<file path="config.mk">
export PLATFORM = sky130hd
export DESIGN_NAME = hostbus_front
export DESIGN_NICKNAME = d
export VERILOG_FILES = /design/src/rtl/hbf_pkg.sv /design/src/rtl/hbf_sync.sv /design/src/rtl/hbf_par_fsm.sv /design/src/rtl/hbf_ser_rx.sv /design/src/rtl/hostbus_front.sv
export SDC_FILE = /design/constraint.sdc
export NUM_CORES = 1
export LEC_CHECK = 0
export BUFFER_PORTS_ARGS = -buffer_cell sky130_fd_sc_hd__buf_2
export CAP_MARGIN = 0
export CORE_MARGIN = 4
export CORE_UTILIZATION = 51
export CTS_CLUSTER_DIAMETER = 80
export CTS_CLUSTER_SIZE = 10
export DETAILED_ROUTE_END_ITERATION = 12
export PLACE_DENSITY_LB_ADDON = 0.25
export SLEW_MARGIN = 20
export SYNTH_ARGS = -nofsm -noshare
export SYNTH_HDL_FRONTEND = slang
export SYNTH_SLANG_ARGS = --single-unit
</file>
<file path="constraint.sdc">
create_clock -name clk -period 2.67 [get_ports clk]
set_input_delay 0.1335 -clock clk [delete_from_list [all_inputs] [get_ports clk]]
set_output_delay 0.1335 -clock clk [all_outputs]
set_load 0.01 [all_outputs]
</file>
<file path="src/rtl/hbf_pkg.sv">
package hbf_pkg;
    localparam int unsigned HBF_BYTE_W = 8;

    typedef enum logic [1:0] {
        P_IDLE,
        P_WRITE,
        P_READ,
        P_BLOCK
    } par_state_e;
endpackage

</file>
<file path="src/rtl/hbf_sync.sv">
module hbf_sync #(
    parameter int unsigned         W       = 1,
    parameter int unsigned         STAGES  = 2,
    parameter logic [W-1:0]        RST_VAL = '0
) (
    input  logic         clk,
    input  logic         rst_n,
    input  logic [W-1:0] d,
    output logic [W-1:0] q
);
    logic [W-1:0] chain [STAGES];

    for (genvar s = 0; s < STAGES; s++) begin : g_stage
        if (s == 0) begin : g_first
            always_ff @(posedge clk or negedge rst_n) begin
                if (!rst_n) chain[0] <= RST_VAL;
                else        chain[0] <= d;
            end
        end else begin : g_next
            always_ff @(posedge clk or negedge rst_n) begin
                if (!rst_n) chain[s] <= RST_VAL;
                else        chain[s] <= chain[s-1];
            end
        end
    end

    assign q = chain[STAGES-1];
endmodule

</file>
<file path="src/rtl/hbf_par_fsm.sv">
module hbf_par_fsm
    import hbf_pkg::*;
#(
    parameter int unsigned DW = HBF_BYTE_W
) (
    input  logic          clk,
    input  logic          rst_n,
    input  logic          enable,
    input  logic          enable_style,
    input  logic          sel_s,
    input  logic          rsel_s,
    input  logic          stb_s,
    input  logic          dir_s,
    input  logic [DW-1:0] data_s,
    output logic          ev_valid,
    output logic          ev_index,
    output logic [DW-1:0] ev_data,
    output logic          rd_go,
    output logic          oe
);
    par_state_e state, state_nx;
    logic live, wr_act, rd_act, wr_done;

    always_comb begin
        live    = enable & sel_s;
        wr_act  = stb_s & ~dir_s;
        rd_act  = enable_style ? (stb_s & dir_s) : (~stb_s & dir_s);
        wr_done = enable_style ? ~stb_s : dir_s;
    end

    always_ff @(posedge clk or negedge rst_n) begin
        if (!rst_n) state <= P_IDLE;
        else        state <= state_nx;
    end

    always_comb begin
        state_nx = state;
        unique case (state)
            P_IDLE: begin
                if (live && wr_act)      state_nx = P_WRITE;
                else if (live && rd_act) state_nx = rsel_s ? P_READ : P_BLOCK;
            end
            P_WRITE: begin
                if (!live || wr_done)    state_nx = P_IDLE;
            end
            P_READ, P_BLOCK: begin
                if (!live || !rd_act)    state_nx = P_IDLE;
            end
            default:                     state_nx = P_IDLE;
        endcase
    end

    always_comb begin
        ev_valid = 1'b0;
        rd_go    = 1'b0;
        oe       = 1'b0;
        ev_index = ~rsel_s;
        ev_data  = data_s;
        unique case (state)
            P_IDLE:  rd_go    = live & ~wr_act & rd_act & rsel_s;
            P_WRITE: ev_valid = live & wr_done;
            P_READ:  oe       = 1'b1;
            P_BLOCK: oe       = 1'b0;
            default: oe       = 1'b0;
        endcase
    end

    // the data pins are only ever turned on by a read that was accepted
    assert_oe_from_read_R4: assert property (@(posedge clk) disable iff (!rst_n)
        $rose(oe) |-> $past(rd_go));

    // a read absorbed with the select line low never drives the pins next cycle
    assert_block_quiet_R5: assert property (@(posedge clk) disable iff (!rst_n)
        (state == P_BLOCK) |=> (state != P_READ));
endmodule

</file>
<file path="src/rtl/hbf_ser_rx.sv">
module hbf_ser_rx
    import hbf_pkg::*;
#(
    parameter int unsigned DW = HBF_BYTE_W
) (
    input  logic          clk,
    input  logic          rst_n,
    input  logic          enable,
    input  logic          sel_s,
    input  logic          rsel_s,
    input  logic          sclk_s,
    input  logic          sdi_s,
    output logic          ev_valid,
    output logic          ev_index,
    output logic [DW-1:0] ev_data
);
    localparam int unsigned CW   = $clog2(DW);
    localparam logic [CW-1:0] LAST = CW'(DW - 1);

    logic [CW-1:0] cnt;
    logic [DW-2:0] sh;
    logic          sclk_prev;
    logic          live, rise;

    assign live = enable & sel_s;
    assign rise = sclk_s & ~sclk_prev;

    always_ff @(posedge clk or negedge rst_n) begin
        if (!rst_n) begin
            sclk_prev <= 1'b0;
            cnt       <= '0;
            sh        <= '0;
        end else begin
            sclk_prev <= sclk_s;
            if (!live) begin
                cnt <= '0;
            end else if (rise) begin
                sh  <= {sh[DW-3:0], sdi_s};
                cnt <= (cnt == LAST) ? '0 : cnt + 1'b1;
            end
        end
    end

    assign ev_valid = live & rise & (cnt == LAST);
    assign ev_index = ~rsel_s;
    assign ev_data  = {sh, sdi_s};

    // losing chip select clears any partly received byte
    assert_partial_dropped_R10: assert property (@(posedge clk) disable iff (!rst_n)
        !live |=> (cnt == '0));
endmodule

</file>
<file path="src/rtl/hostbus_front.sv">
module hostbus_front
    import hbf_pkg::*;
#(
    parameter int unsigned DW          = HBF_BYTE_W,
    parameter int unsigned SYNC_STAGES = 2
) (
    input  logic          clk,
    input  logic          rst_n,
    input  logic          par_mode,
    input  logic          strobe_style,
    input  logic          sel_n,
    input  logic          sel_p,
    input  logic          addr_sel,
    input  logic          host_stb,
    input  logic          host_dir,
    input  logic [DW-1:0] pd_in,
    output logic [DW-1:0] pd_out,
    output logic          pd_oe,
    input  logic          ser_clk,
    input  logic          ser_din,
    output logic [DW-1:0] idx_q,
    output logic          idx_load,
    output logic          wr_pulse,
    output logic [DW-1:0] wr_byte,
    output logic [DW-1:0] wr_idx,
    output logic          rd_req,
    output logic [DW-1:0] rd_idx,
    input  logic [DW-1:0] rd_byte
);
    localparam int unsigned SW = DW + 7;
    localparam logic [SW-1:0] SYNC_RST = {1'b1, {(SW-1){1'b0}}};

    logic [SW-1:0] raw_bus, syn_bus;
    logic          seln_s, selp_s, rsel_s, stb_s, dir_s, sclk_s, sdi_s;
    logic [DW-1:0] data_s;
    logic          sel_s;

    assign raw_bus = {sel_n, sel_p, addr_sel, host_stb, host_dir, ser_clk, ser_din, pd_in};

    hbf_sync #(.W(SW), .STAGES(SYNC_STAGES), .RST_VAL(SYNC_RST)) u_sync (
        .clk(clk), .rst_n(rst_n), .d(raw_bus), .q(syn_bus)
    );

    assign {seln_s, selp_s, rsel_s, stb_s, dir_s, sclk_s, sdi_s, data_s} = syn_bus;
    assign sel_s = ~seln_s & selp_s;

    logic          p_valid, p_index, p_rd_go, p_oe;
    logic [DW-1:0] p_data;
    logic          s_valid, s_index;
    logic [DW-1:0] s_data;

    hbf_par_fsm #(.DW(DW)) u_par (
        .clk(clk), .rst_n(rst_n), .enable(par_mode), .enable_style(strobe_style),
        .sel_s(sel_s), .rsel_s(rsel_s), .stb_s(stb_s), .dir_s(dir_s), .data_s(data_s),
        .ev_valid(p_valid), .ev_index(p_index), .ev_data(p_data),
        .rd_go(p_rd_go), .oe(p_oe)
    );

    hbf_ser_rx #(.DW(DW)) u_ser (
        .clk(clk), .rst_n(rst_n), .enable(~par_mode), .sel_s(sel_s), .rsel_s(rsel_s),
        .sclk_s(sclk_s), .sdi_s(sdi_s),
        .ev_valid(s_valid), .ev_index(s_index), .ev_data(s_data)
    );

    logic          ev_valid, ev_index;
    logic [DW-1:0] ev_data;

    always_comb begin
        if (par_mode) begin
            ev_valid = p_valid;
            ev_index = p_index;
            ev_data  = p_data;
        end else begin
            ev_valid = s_valid;
            ev_index = s_index;
            ev_data  = s_data;
        end
    end

    always_ff @(posedge clk or negedge rst_n) begin
        if (!rst_n) begin
            idx_q    <= '0;
            idx_load <= 1'b0;
            wr_pulse <= 1'b0;
            wr_byte  <= '0;
            wr_idx   <= '0;
            rd_req   <= 1'b0;
        end else begin
            idx_load <= ev_valid & ev_index;
            wr_pulse <= ev_valid & ~ev_index;
            rd_req   <= p_rd_go;
            if (ev_valid && ev_index) idx_q <= ev_data;
            if (ev_valid && !ev_index) begin
                wr_byte <= ev_data;
                wr_idx  <= idx_q;
            end
        end
    end

    assign rd_idx = idx_q;
    assign pd_oe  = p_oe;
    assign pd_out = p_oe ? rd_byte : '0;

    // never more than one internal event in a cycle
    assert_single_event_R3: assert property (@(posedge clk) disable iff (!rst_n)
        $onehot0({idx_load, wr_pulse, rd_req}));

    // data writes leave the index untouched
    assert_idx_kept_R3: assert property (@(posedge clk) disable iff (!rst_n)
        wr_pulse |-> $stable(idx_q));

    // a read request comes together with the pins being driven
    assert_read_drives_R4: assert property (@(posedge clk) disable iff (!rst_n)
        rd_req |-> pd_oe);

    // every event was raised while both chip selects were active
    assert_event_selected_R8: assert property (@(posedge clk) disable iff (!rst_n)
        (idx_load || wr_pulse || rd_req) |-> $past(sel_s));

    // the pins are only driven in parallel mode
    assert_oe_parallel_R11: assert property (@(posedge clk) disable iff (!rst_n)
        pd_oe |-> par_mode);
endmodule

</file>
* Word level (Yosys, flattened, before mapping) *
Cells that the tools add are included.

operators by class
  reductions and logical operators = 12
  $add $sub $neg = 1
  equality and inequality tests = 8
  multiplexer cells = 17
  bitwise operators = 22

operators by type and width
  kind                                                    count
  two-way mux 8 bit                                       2
  AND 1 bit                                               15
  two-way mux 3 bit                                       3
  two-way mux 2 bit                                       4
  two-way mux 1 bit                                       7
  inverter 1 bit                                          7
  one-hot mux 2 bit (3 select lines)                      1
  equality test 2 bit (second input constant)             2
  logical AND 1 bit                                       4
  inequality test 2 x 1 -> 1 bit (second input constant)  2
  adder 3 x 1 -> 3 bit (second input constant)            1
  equality test 3 bit (second input constant)             1
  inequality test 3 x 1 -> 1 bit (second input constant)  1
  AND reduction 3 bit                                     1
  equality test 2 x 1 -> 1 bit (second input constant)    1
  logical NOT 1 bit                                       2
  logical NOT 2 bit                                       1
  logical OR 1 bit                                        2
  inequality test 2 bit (second input constant)           1
  AND reduction 2 bit                                     1
  OR reduction 2 bit                                      1

word-level totals
  logic and storage cells = 72
  bits of input ports = 27
  register bits = 70

* Longest topological paths before layout *
Gate-level depths: netlist (run 1).

  depth after elaboration = 7
  gate-level depth with buffers = 6
  gate-level depth less buffers = 4

* Modules after synthesis *
From an unflattened synthesis (run 1), not the netlist that was laid out.

second synthesis, totals
  cells, all modules = 241
  area total of the unflattened synthesis = 3045.4 sq um

by module, submodules not included
  module         instances  cells an instance  area an instance (sq um)
  hostbus_front  1          133                1446.4
  hbf_sync       1          45                 865.8
  hbf_ser_rx     1          35                 504.2
  hbf_par_fsm    1          28                 229.0

* Worst setup path after synthesis (run 1) *
Ideal clock, no wire load.

  kind = register to register
  from = register u_sync.chain (netlist bit u_sync.q[14])
  to = register wr_byte[0]
  data required time = 2545 ps
  arrival time = 1820 ps
  path buffers = 1
  path slack = 725 ps
  stages on the path, launching flop included = 6
  period minus slack after synthesis = 1945 ps
  library setup time = 125 ps
  cell sequence = dfstp_2 > or3b_4 > nor3b_4 > a32oi_4 > buf_6 > mux2_4

between the ends
  longest elaborated chain between the ends = 7
  elaborated cells on any way between the ends = 10
  those cells by class = mux: 2; bitwise: 7; reduce/logical: 1

RTL lines
  element                                                RTL line                             RTL
  start, declared                                        hbf_sync.sv:11                       logic [W-1:0] chain [STAGES];
  start signal, assigned by index                        hbf_sync.sv:22                       else chain[s] <= chain[s-1];
  inverter 1 bit *                                       hostbus_front.sv:45                  assign sel_s = ~seln_s & selp_s;
  AND 1 bit *                                            hostbus_front.sv:45
  AND 1 bit (on tied branches)                           hbf_ser_rx.sv:25, hbf_par_fsm.sv:25
  AND 1 bit (on tied branches)                           hbf_ser_rx.sv:44, hbf_par_fsm.sv:61
  AND 1 bit / two-way mux 1 bit (equally long branches)  hbf_ser_rx.sv:44, hbf_par_fsm.sv:59
  two-way mux 1 bit *                                    hostbus_front.sv:69                  if (par_mode) begin
  logical AND 1 bit *                                    hostbus_front.sv:93                  if (ev_valid && !ev_index) begin
  end signal, assigned                                   hostbus_front.sv:94                  wr_byte <= ev_data;
  end, declared                                          hostbus_front.sv:24                  output logic [DW-1:0] wr_byte,

Every way passes the cells marked *; elsewhere a longest branch is shown, timed or not.
A chain may end at the register's enable or synchronous reset.

* Worst setup path in the final report (run 1) *
Same ends and word-level chain as after synthesis.

==> out/results.tsv, run 1 <==
stage	metric	value	unit
synth	Synth Warn #	0	
clocking	Clock transition at path regs	0.07	ns
place	area post-placement	3000	µm²
finish	# nets final	294	
place	worst slack at placement	0.510	ns
clocking	CTS buffer count	9	
clocking	Post-CTS Setup Inserts	0	
sta	max-slew violations	0	
drt	routed length per instance	12.9	µm
synth	Post-Synth Adder-Cell Area	0.948	%
clocking	clock buffer depth	2	
sta	Tcrit/Tclk final	79.6	%
floorplan	initial core utilization	54.1	%
drt	Total Routed Length	4360	µm
drt	drt via density	4.69	
sta	Worst Clk Skew	0.00861	ns
sta	setup repair after global routing missed its margin	no	
floorplan	die area	6390	µm²
global_routing	met3 Usage GRT	4.06	%
power_and_ir_drop	Lkg Pwr	1.87	nW
finish	Antenna diodes	0	
drt	Vias	1579	
clocking	H-tree levels	3	
synth	largest family of logic cells by synthesized area	multiplexers	
synth	async set-reset flop share out of synthesis	100	%
synth	number of flops mapped to enable cells by yosys	0	
finish	Layout area overhead	28.7	%
global_routing	Top Usage Layer GRT	met2	
setup_path	critical path capture point type	register	
place	port bufs	70	
synth	Yosys reg bits	70	
global_routing	GRT Util Overall	15.3	%
outcome	status	completed	
floorplan	die height	80.0	µm
global_routing	GR Layer Usage met1	20.1	%
sta	worst slew pin tran	0.786	ns
finish	fraction of layout cells with a size suffix above 1	47.0	%
sta	final setup margin	0.545	ns
global_routing	initial antenna violation count	0	
finish	post-route cell area	3400	µm²
floorplan	Core Rows	25	
global_routing	vias in the first global route	1576	
global_routing	pin count of the biggest net entering global routing	38	
place	GPL Wtd Cong	0.776	
floorplan	Die Wd	80.0	µm
sta	Final TNS setup	0	ns
place	Post-DP HPWL	3070	µm
setup_path	worst path required time	2.89	ns
drt	first-pass detailed-route iteration total	4	
drt	DRC	0	
synth	simple-gate share of the synthesized area	8.72	%
synth	Netlist cell types	29	
synth	mux contribution to synthesized area	15.4	%
drt	post-route ant nets	0	
floorplan	io pins	71	
setup_path	Setup Crit Path Kind	register to register	
synth	Synth Net Count	206	
clocking	clock sink count	70	
setup_path	CP Data Arrival Time	2.35	ns
sta	minimum clock period	2.12	ns
floorplan	core area	4880	µm²
drt	drt first-iter violations	50	
synth	most used flip-flop cell after synthesis	dfrtp_1	
global_routing	grt total ovfl	0	
sta	final setup fails	0	
synth	Gate Count Post-Synth	177	
synth	Synth Area per Inst	14.9	µm²
synth	Post-Syn Area	2640	µm²
synth	XOR/XNOR Fraction of Synth Area	0.332	%
synth	register area share after synthesis	66.4	%
clocking	CTS-repair resized insts	0	
setup_path	Worst setup SP type	register	
power_and_ir_drop	PD cells	654	nW/µm²
global_routing	first-pass GRT wire length	7380	µm
synth	Compound-Gate Fraction of Synth Area	4.22	%
clocking	worst-skew pair later-pin latency	0.34	ns
global_routing	met2 Use GR	22.6	%
job	Max Cap Violations	0	
min_path	worst hold path type	input pin to register	
setup_path	crit-path max FO	17	
power_and_ir_drop	total power	0.00222	W
sta	Max Freq	0.471	GHz
sta	max_slew headroom	47.6	%
power_and_ir_drop	Worst VDD drop	0.442	mV
clocking	CTS tree	built	
sta	Hold Violations, Final	0	
clocking	root buffer cell	clkbuf_8	
==> per-stage QoR <==
step                cells  util [%]  hold WS [ns]
floorplan             177         -        -0.162
global placement      305      61.5         0.239
detailed placement    305      61.5         0.243
CTS                   337      69.6         0.275
global route          337      69.6         0.312
finish                337      69.6         0.296
==> registers in the layout, summed over array words and instances, names as in the netlist <==
name,cells
u_ser.sh,7
u_ser.sclk_prev,1
idx_load,1
rd_req,1
u_sync.q,15
u_par.state,2
u_sync.chain,15
wr_idx,8
u_ser.cnt,3
idx_q,8
wr_byte,8
wr_pulse,1
==> cell families (layout without fill, tap and decap cells) <==
group	count (synthesis)	in the layout
AND/OR/NAND/NOR	44	44
AO/OA/AOI/OAI	11	11
buffers and inverters	16	109
XOR/XNOR	1	1
adder cells (fa/ha/maj)	2	2
flip-flops	70	70
multiplexers	33	33
==> area by class of cell <==
cell class / count / area (µm²)
Clock buffer: 13 / 169
Sequential cell: 70 / 1750
Tap cell: 67 / 83.8
Timing Repair Buffer: 88 / 526
Inverter: 5 / 18.8
Clock inverter: 3 / 65.1
Multi-Input combinational cell: 91 / 781
Fill cell: 335 / 1480
==> worst paths after layout <==
check / endpoint / cells after the start / slack (ns) / from
setup / recovery: wr_byte[0]$_DFFE_PN0P_ / 4 / 0.55 / u_sync.q[14]$_DFF_PN1_
hold / removal: u_par.state[1]$_DFFE_PN0P_ / 4 / 0.30 / strobe_style
setup reg to reg: wr_byte[0]$_DFFE_PN0P_ / 4 / 0.55 / u_sync.q[14]$_DFF_PN1_
hold reg to reg: u_sync.q[2]$_DFF_PN0_ / 0 / 0.35 / u_sync.chain[17]$_DFF_PN0_
max in group asynchronous: u_sync.chain[23]$_DFF_PN0_ / 3 / 1.52 / rst_n
min in group asynchronous: wr_byte[1]$_DFFE_PN0P_ / 2 / 0.41 / rst_n
==> worst max-delay path, cell delays in order (launching register included) <==
cell	delay, ns
dfstp_2	0.37
or3b_4	0.39
nor3b_4	0.47
a32oi_4	0.38
mux2_4	0.40
==> cell usage after synthesis, types with 2 or more instances <==
| master | count | area share [%] |
|---|---|---|
| mux2_2 | 24 | 10 |
| nor2_1 | 5 | 0.71 |
| a21oi_1 | 2 | 0.38 |
| inv_1 | 5 | 0.71 |
| dfrtp_1 | 68 | 64 |
| nand3b_1 | 2 | 0.57 |
| buf_4 | 8 | 2.3 |
| a22o_1 | 2 | 0.66 |
| ha_1 | 2 | 0.95 |
| dfstp_2 | 2 | 2.0 |
| buf_6 | 2 | 0.85 |
| mux2_4 | 9 | 5.1 |
| and2_1 | 8 | 1.9 |
| nand2_1 | 22 | 3.1 |
| nor2b_1 | 2 | 0.47 |
==> routing by layer <==
layer | up-vias | part of all wire (%)
met1 | 749 | 47
met4 | 0 | 2.5
met2 | 48 | 45
met3 | 12 | 5.7
li1 | 770 | -
met5 | - | 0
==> where the power goes <==
part	total (W)	switching, W	internal (W)	leakage, nW
registers	0.00113	0.0000247	0.00110	0.900
clock network	0.000960	0.000358	0.000601	0.120
logic	0.000132	0.0000641	0.0000683	0.846
total	0.00222	0.000447	0.00177	1.87
==> layout by cell type (no fill, tap or decap), types with 2 or more instances in the layout <==
cell,synthesis,routed
ha_1,2,2
nor2b_1,2,2
mux2_4,9,9
dfstp_2,2,2
nand2_1,22,22
clkbuf_8,0,12
and2_1,8,8
nand3b_1,2,2
a22o_1,2,2
a21oi_1,2,2
dfrtp_1,68,68
buf_2,0,70
mux2_2,24,24
dlygate4sd3_1,0,16
nor2_1,5,5
inv_1,5,5
buf_4,8,2
bufinv_16,0,2
==> what timing repair did <==
action / CTS / global route
hold buffers: 16 / 0
setup endpoints to repair: 0 / 0
endpoints found under the hold margin: 48 / 0
(Power assumes the default switching activity.)
==> inputs of run 2 (changes only) <==
--- a/config.mk
+++ b/config.mk
@@ -8,7 +8,7 @@
 export BUFFER_PORTS_ARGS = -buffer_cell sky130_fd_sc_hd__buf_2
 export CAP_MARGIN = 0
 export CORE_MARGIN = 4
-export CORE_UTILIZATION = 51
+export CORE_UTILIZATION = 46
 export CTS_CLUSTER_DIAMETER = 80
 export CTS_CLUSTER_SIZE = 10
 export DETAILED_ROUTE_END_ITERATION = 12
==> constraint.sdc (replaced) <==
create_clock -name clk -period 1.8 [get_ports clk]
set_input_delay 0.09 -clock clk [delete_from_list [all_inputs] [get_ports clk]]
set_output_delay 0.09 -clock clk [all_outputs]
set_load 0.01 [all_outputs]
==> run 2 against run 1 <==
Net effect: total power grew 40%; count of clock-buffer cells in the layout shrank 3; register-to-register slack lost 0.53 ns; core utilization shrank 7.5 points.
==> out/results.tsv, run 2 (synthesis gave the netlist of run 1 again) <==
stage	metric	value	unit	change
outcome	status	completed		unchanged
global_routing	GRT Util Overall	14.1	%	was 15.3%
sta	hold_ws	0.234	ns	was 0.296 ns
setup_path	CP Data Arrival Time	2.00	ns	was 2.35 ns
sta	final setup fails	0		unchanged
global_routing	pin count of the biggest net entering global routing	52		was 38
sta	setup repair after global routing missed its margin	yes		was no
sta	Tcrit/Tclk final	99.3	%	was 79.6%
finish	fraction of layout cells with a size suffix above 1	48.6	%	was 47.0%
setup_path	Setup Crit Path Kind	register to register		unchanged
finish	# nets final	300		was 294
finish	fin cells	348		was 337
global_routing	vias in the first global route	1581		was 1576
drt	post-route ant nets	0		unchanged
floorplan	core area	5540	µm²	was 4880 µm²
finish	commonest non-fill, non-tap cells in the layout	buf_2 (70), dfrtp_1 (68), mux2_2 (24)		unchanged
sta	worst slew pin tran	0.456	ns	was 0.786 ns
drt	drt via density	4.67		was 4.69
clocking	root buffer cell	clkbuf_8		unchanged
sta	max_slew headroom	69.6	%	was 47.6%
setup_path	internal reg-to-reg setup slack	0.01	ns	was 0.55 ns
place	area post-placement	3080	µm²	was 3000 µm²
clocking	CTS buffer count	9		unchanged
job	Max Cap Violations	0		unchanged
setup_path	critical path capture point type	register		unchanged
clocking	clock sink count	70		unchanged
setup_path	Worst setup SP type	register		unchanged
sta	Max Freq	0.560	GHz	was 0.471 GHz
clocking	CTS tree	built		unchanged
sta	Hold Violations, Final	0		unchanged
drt	Total Routed Length	4510	µm	was 4360 µm
drt	routed length per instance	13.0	µm	was 12.9 µm
floorplan	Die Wd	83.8	µm	was 80.0 µm
global_routing	first-pass GRT wire length	7620	µm	was 7380 µm
drt	Vias	1624		was 1579
finish	Layout area overhead	30.4	%	was 28.7%
power_and_ir_drop	Lkg Pwr	1.89	nW	was 1.87 nW
clocking	clock buffer depth	2		unchanged
drt	DRC	0		unchanged
power_and_ir_drop	PD cells	900	nW/µm²	was 654 nW/µm²
sta	max-slew violations	0		unchanged
floorplan	die height	83.8	µm	was 80.0 µm
sta	Worst Clk Skew	0.00514	ns	was 0.00861 ns
place	GPL Wtd Cong	0.753		was 0.776
floorplan	die area	7010	µm²	was 6390 µm²
clocking	worst-skew pair later-pin latency	0.33	ns	was 0.34 ns
finish	post-route cell area	3440	µm²	was 3400 µm²
power_and_ir_drop	Worst VDD drop	0.498	mV	was 0.442 mV
floorplan	initial core utilization	47.7	%	was 54.1%
finish	most common cell after layout, fill and taps aside	buf_2		unchanged
floorplan	io pins	71		unchanged
clocking	H-tree levels	3		unchanged
setup_path	worst path required time	2.02	ns	was 2.89 ns
floorplan	Core Rows	27		was 25
power_and_ir_drop	total power	0.00310	W	was 0.00222 W
global_routing	initial antenna violation count	0		unchanged
place	placed cells	316		was 305
clocking	Post-CTS Setup Inserts	0		unchanged
clocking	Clock transition at path regs	0.07	ns	about the same
finish	Antenna diodes	0		unchanged
sta	Final TNS setup	0	ns	unchanged
global_routing	grt total ovfl	0		unchanged
drt	first-pass detailed-route iteration total	4		unchanged
place	Post-DP HPWL	3160	µm	was 3070 µm
drt	drt first-iter violations	58		was 50
setup_path	crit-path max FO	17		unchanged
sta	minimum clock period	1.79	ns	was 2.12 ns
min_path	worst hold path type	input pin to asynchronous set/reset pin		was input pin to register
place	port bufs	70		unchanged
==> run 2: cell count changes in the layout (fill, tap and decap cells not counted), sizes merged <==
cell	change
clkinvlp	+1
bufinv	-1
clkinv	+3
clkbuf	-3
buf	+6
==> run 2: layout make-up <==
cell class | instances | area (µm²)
timing repair buffer | 94 | 599
clock inverter | 6 | 61.3
inverter | 5 | 18.8
fill | 456 | 2100
tap | 72 | 90.1
sequential | 70 | 1750
clock buffer | 10 | 138
multi-input combinational | 91 | 781
==> run 2: through the flow <==
step | setup slack, ns | utilization (%)
global placement | 0.0428 | 55.6
global route | -0.0619 | 62.1
CTS | 0.00528 | 62.1
finish | 0.0129 | 62.1
floorplan | -0.126 | -
detailed placement | 0.0147 | 55.6
==> run 2: report_power, final <==
part / leakage [nW] / switching [W] / total [W] / internal [W]
clock: 0.102 / 0.000551 / 0.00122 / 0.000672
combinational: 0.887 / 0.0000964 / 0.000204 / 0.000107
sequential: 0.900 / 0.0000355 / 0.00167 / 0.00164
==> run 2: timing repair <==
item	4_1_cts	5_1_grt
endpoints found under the setup margin	0	24
resized for setup	0	1
hold buffers	16	0
hold endpoints to repair	34	0
==> run 2: final timing paths <==
check | startpoint | to | cells after the start
min reg2reg | u_sync.chain[23]$_DFF_PN0_ | u_sync.q[8]$_DFF_PN0_ | 0
max | u_sync.q[14]$_DFF_PN1_ | wr_byte[2]$_DFFE_PN0P_ | 5
min in group clk | strobe_style | u_par.state[1]$_DFFE_PN0P_ | 4
min | rst_n | wr_idx[0]$_DFFE_PN0P_ | 2
max in group asynchronous | rst_n | u_sync.q[14]$_DFF_PN1_ | 3
max reg2reg | u_sync.q[14]$_DFF_PN1_ | wr_byte[2]$_DFFE_PN0P_ | 5
==> run 2: worst max-delay path, cell delays in order, from the launching register on <==
cell	delay, ns
dfstp_2	0.37
or3b_4	0.38
nor3b_4	0.29
a32oi_4	0.15
buf_12	0.18
mux2_4	0.30
==> run 2: per-layer routing <==
| metal | routed length (µm) | track usage (%) | vias up |
|---|---|---|---|
| met5 | 0 | 0 | - |
| met1 | 2050 | 18.6 | 784 |
| met3 | 272 | 4.15 | 7 |
| met2 | 2090 | 20.6 | 48 |
| li1 | - | - | 785 |
| met4 | 99 | 8.33 | 0 |
==> inputs of run 3 (changes only) <==
--- a/config.mk
+++ b/config.mk
@@ -8,11 +8,11 @@
 export BUFFER_PORTS_ARGS = -buffer_cell sky130_fd_sc_hd__buf_2
 export CAP_MARGIN = 0
 export CORE_MARGIN = 4
-export CORE_UTILIZATION = 46
+export CORE_UTILIZATION = 55
 export CTS_CLUSTER_DIAMETER = 80
 export CTS_CLUSTER_SIZE = 10
 export DETAILED_ROUTE_END_ITERATION = 12
-export PLACE_DENSITY_LB_ADDON = 0.25
+export PLACE_DENSITY = 0.83
 export SLEW_MARGIN = 20
 export SYNTH_ARGS = -nofsm -noshare
 export SYNTH_HDL_FRONTEND = slang
==> constraint.sdc (replaced) <==
create_clock -name clk -period 2.1 [get_ports clk]
set_input_delay 0.105 -clock clk [delete_from_list [all_inputs] [get_ports clk]]
set_output_delay 0.105 -clock clk [all_outputs]
set_load 0.01 [all_outputs]
==> run 3 against run 2 <==
Net effect: first-iteration DRC count unchanged; cell count shrank 6.9%; clock power fell by 12%; clock skew rose by 0.0064 ns; routed wire length rose by 5.3%; combinational power fell by 14%; setup slack better by 0.18 ns; critical path type unchanged; largest power group unchanged.
==> out/results.tsv, run 3 (synthesis gave the netlist of run 1 again) <==
stage	metric	value	unit	change
global_routing	vias in the first global route	1702		was 1581
sta	Worst Clk Skew	0.0116	ns	was 0.00514 ns
floorplan	die area	5970	µm²	was 7010 µm²
sta	setup repair after global routing missed its margin	no		was yes
clocking	clock sink count	70		unchanged
job	Max Cap Violations	0		unchanged
setup_path	Crit path top cell by count	ha_1		
power_and_ir_drop	Lkg Pwr	1.86	nW	was 1.89 nW
setup_path	critical path capture point type	register		unchanged
setup_path	max incr delay on CP	0.53	ns	was 0.38 ns
finish	commonest non-fill, non-tap cells in the layout	buf_2 (70), dfrtp_1 (68), mux2_2 (24)		unchanged
drt	drt via density	4.94		was 4.67
sta	Max Freq	0.524	GHz	was 0.560 GHz
clocking	worst-skew pair later-pin latency	0.35	ns	was 0.33 ns
sta	Tcrit/Tclk final	90.9	%	was 99.3%
setup_path	worst path required time	2.33	ns	was 2.02 ns
finish	fraction of layout cells with a size suffix above 1	47.4	%	was 48.6%
setup_path	Worst Reg2Reg Path Length in Cells	4		was 5
finish	# nets final	296		was 300
global_routing	grt total ovfl	0		unchanged
sta	max_slew headroom	59.7	%	was 69.6%
min_path	worst hold path type	input pin to register		was input pin to asynchronous set/reset pin
place	port bufs	70		unchanged
sta	worst slew pin tran	0.604	ns	was 0.456 ns
clocking	root buffer cell	clkbuf_8		unchanged
drt	DRC	0		unchanged
min_path	Worst Hold Depth	3		
power_and_ir_drop	PD cells	791	nW/µm²	was 900 nW/µm²
sta	max-slew violations	0		unchanged
drt	routed length per instance	14.7	µm	was 13.0 µm
global_routing	initial antenna violation count	0		unchanged
clocking	CTS tree	built		unchanged
setup_path	CP Data Arrival Time	2.14	ns	was 2.00 ns
floorplan	io pins	71		unchanged
place	Post-DP HPWL	3210	µm	was 3160 µm
floorplan	Die Wd	77.3	µm	was 83.8 µm
floorplan	core area	4500	µm²	was 5540 µm²
sta	hold_ws	0.165	ns	was 0.234 ns
global_routing	GRT Util Overall	18.1	%	was 14.1%
setup_path	crit-path max FO	9		was 17
drt	drt first-iter violations	58		unchanged
clocking	CTS buffer count	9		unchanged
sta	Hold Violations, Final	0		unchanged
setup_path	Setup Crit Path Kind	register to register		unchanged
floorplan	initial core utilization	58.6	%	was 47.7%
setup_path	worst path cell trace	ha_1, ha_1, a32oi_2, mux2_2		was or3b_4, nor3b_4, a32oi_4, buf_12, mux2_4
clocking	H-tree levels	3		unchanged
sta	minimum clock period	1.91	ns	was 1.79 ns
finish	Layout Utilization	75.1	%	was 62.1%
sta	Final TNS setup	0	ns	unchanged
drt	Total Routed Length	4750	µm	was 4510 µm
global_routing	pin count of the biggest net entering global routing	57		was 52
global_routing	first-pass GRT wire length	8160	µm	was 7620 µm
power_and_ir_drop	Worst VDD drop	0.574	mV	was 0.498 mV
drt	first-pass detailed-route iteration total	4		unchanged
drt	Vias	1602		was 1624
power_and_ir_drop	total power	0.00268	W	was 0.00310 W
clocking	CTS-repair resized insts	0		unchanged
outcome	status	completed		unchanged
finish	most common cell after layout, fill and taps aside	buf_2		unchanged
drt	post-route ant nets	0		unchanged
finish	Layout area overhead	28.2	%	was 30.4%
setup_path	slowest CP cell	a32oi_2		was or3b_4
finish	Antenna diodes	0		unchanged
sta	final setup fails	0		unchanged
floorplan	Core Rows	24		was 27
setup_path	Worst setup SP type	register		unchanged
clocking	clock buffer depth	2		unchanged
floorplan	die height	77.3	µm	was 83.8 µm
clocking	Clock transition at path regs	0.07	ns	about the same
place	GPL Wtd Cong	0.806		was 0.753
## run 3: layer usage
layer / GRT usage, % / vias to the layer above / part of all wire, %
met5: 0 / - / 0
met4: 8.01 / 0 / 1.7
met3: 6.32 / 8 / 5.0
met2: 29.5 / 44 / 50
met1: 21.5 / 776 / 43
li1: - / 774 / -
## run 3: what timing repair did
item                                   CTS  global route
endpoints found under the hold margin   29             0
setup endpoints to repair                0             3
setup buffers                            0             1
hold buffers                            16             0
## run 3: power breakdown
group,internal (W),switching (W),total [W]
combinational,0.0000900,0.0000849,0.000175
sequential,0.00140,0.0000315,0.00143
clock,0.000580,0.000489,0.00107
total,0.00207,0.000605,0.00268
## run 3: worst paths after layout
check | from | endpoint | slack (ns)
max in group asynchronous | rst_n | wr_idx[5]$_DFFE_PN0P_ | 1.33
worst min register to register | u_sync.chain[23]$_DFF_PN0_ | u_sync.q[8]$_DFF_PN0_ | 0.35
worst min-delay path | par_mode | u_par.state[0]$_DFFE_PN0P_ | 0.17
min in group asynchronous | rst_n | u_sync.chain[19]$_DFF_PN0_ | 0.19
worst max-delay path | u_ser.cnt[0]$_DFFE_PN0P_ | idx_q[5]$_DFFE_PN0P_ | 0.19
worst max register to register | u_ser.cnt[0]$_DFFE_PN0P_ | idx_q[5]$_DFFE_PN0P_ | 0.19
## run 3: through the flow
stage	instance area (µm²)	worst slack (ns)	std cells
after global placement	3000	0.132	291
after detailed placement	3000	0.0851	291
after global routing	3380	0.0550	324
after CTS	3360	0.0772	323
after floorplan	2640	0.155	177
final	3380	0.192	324
## run 3: final cells by class
class / count / area (µm²)
sequential: 70 / 1750
fill: 283 / 1120
multi-input combinational: 91 / 781
timing repair buffer: 90 / 566
clock buffer: 11 / 141
tap: 52 / 65.1
clock inverter: 5 / 58.8
inverter: 5 / 18.8
## run 3: worst max-delay path: cells and delay by family (launching register included)
kind | cells | cell delay [ns]
fa+ha+maj | 2 | 0.46
compound gates | 1 | 0.53
mux | 1 | 0.41
flops | 1 | 0.40
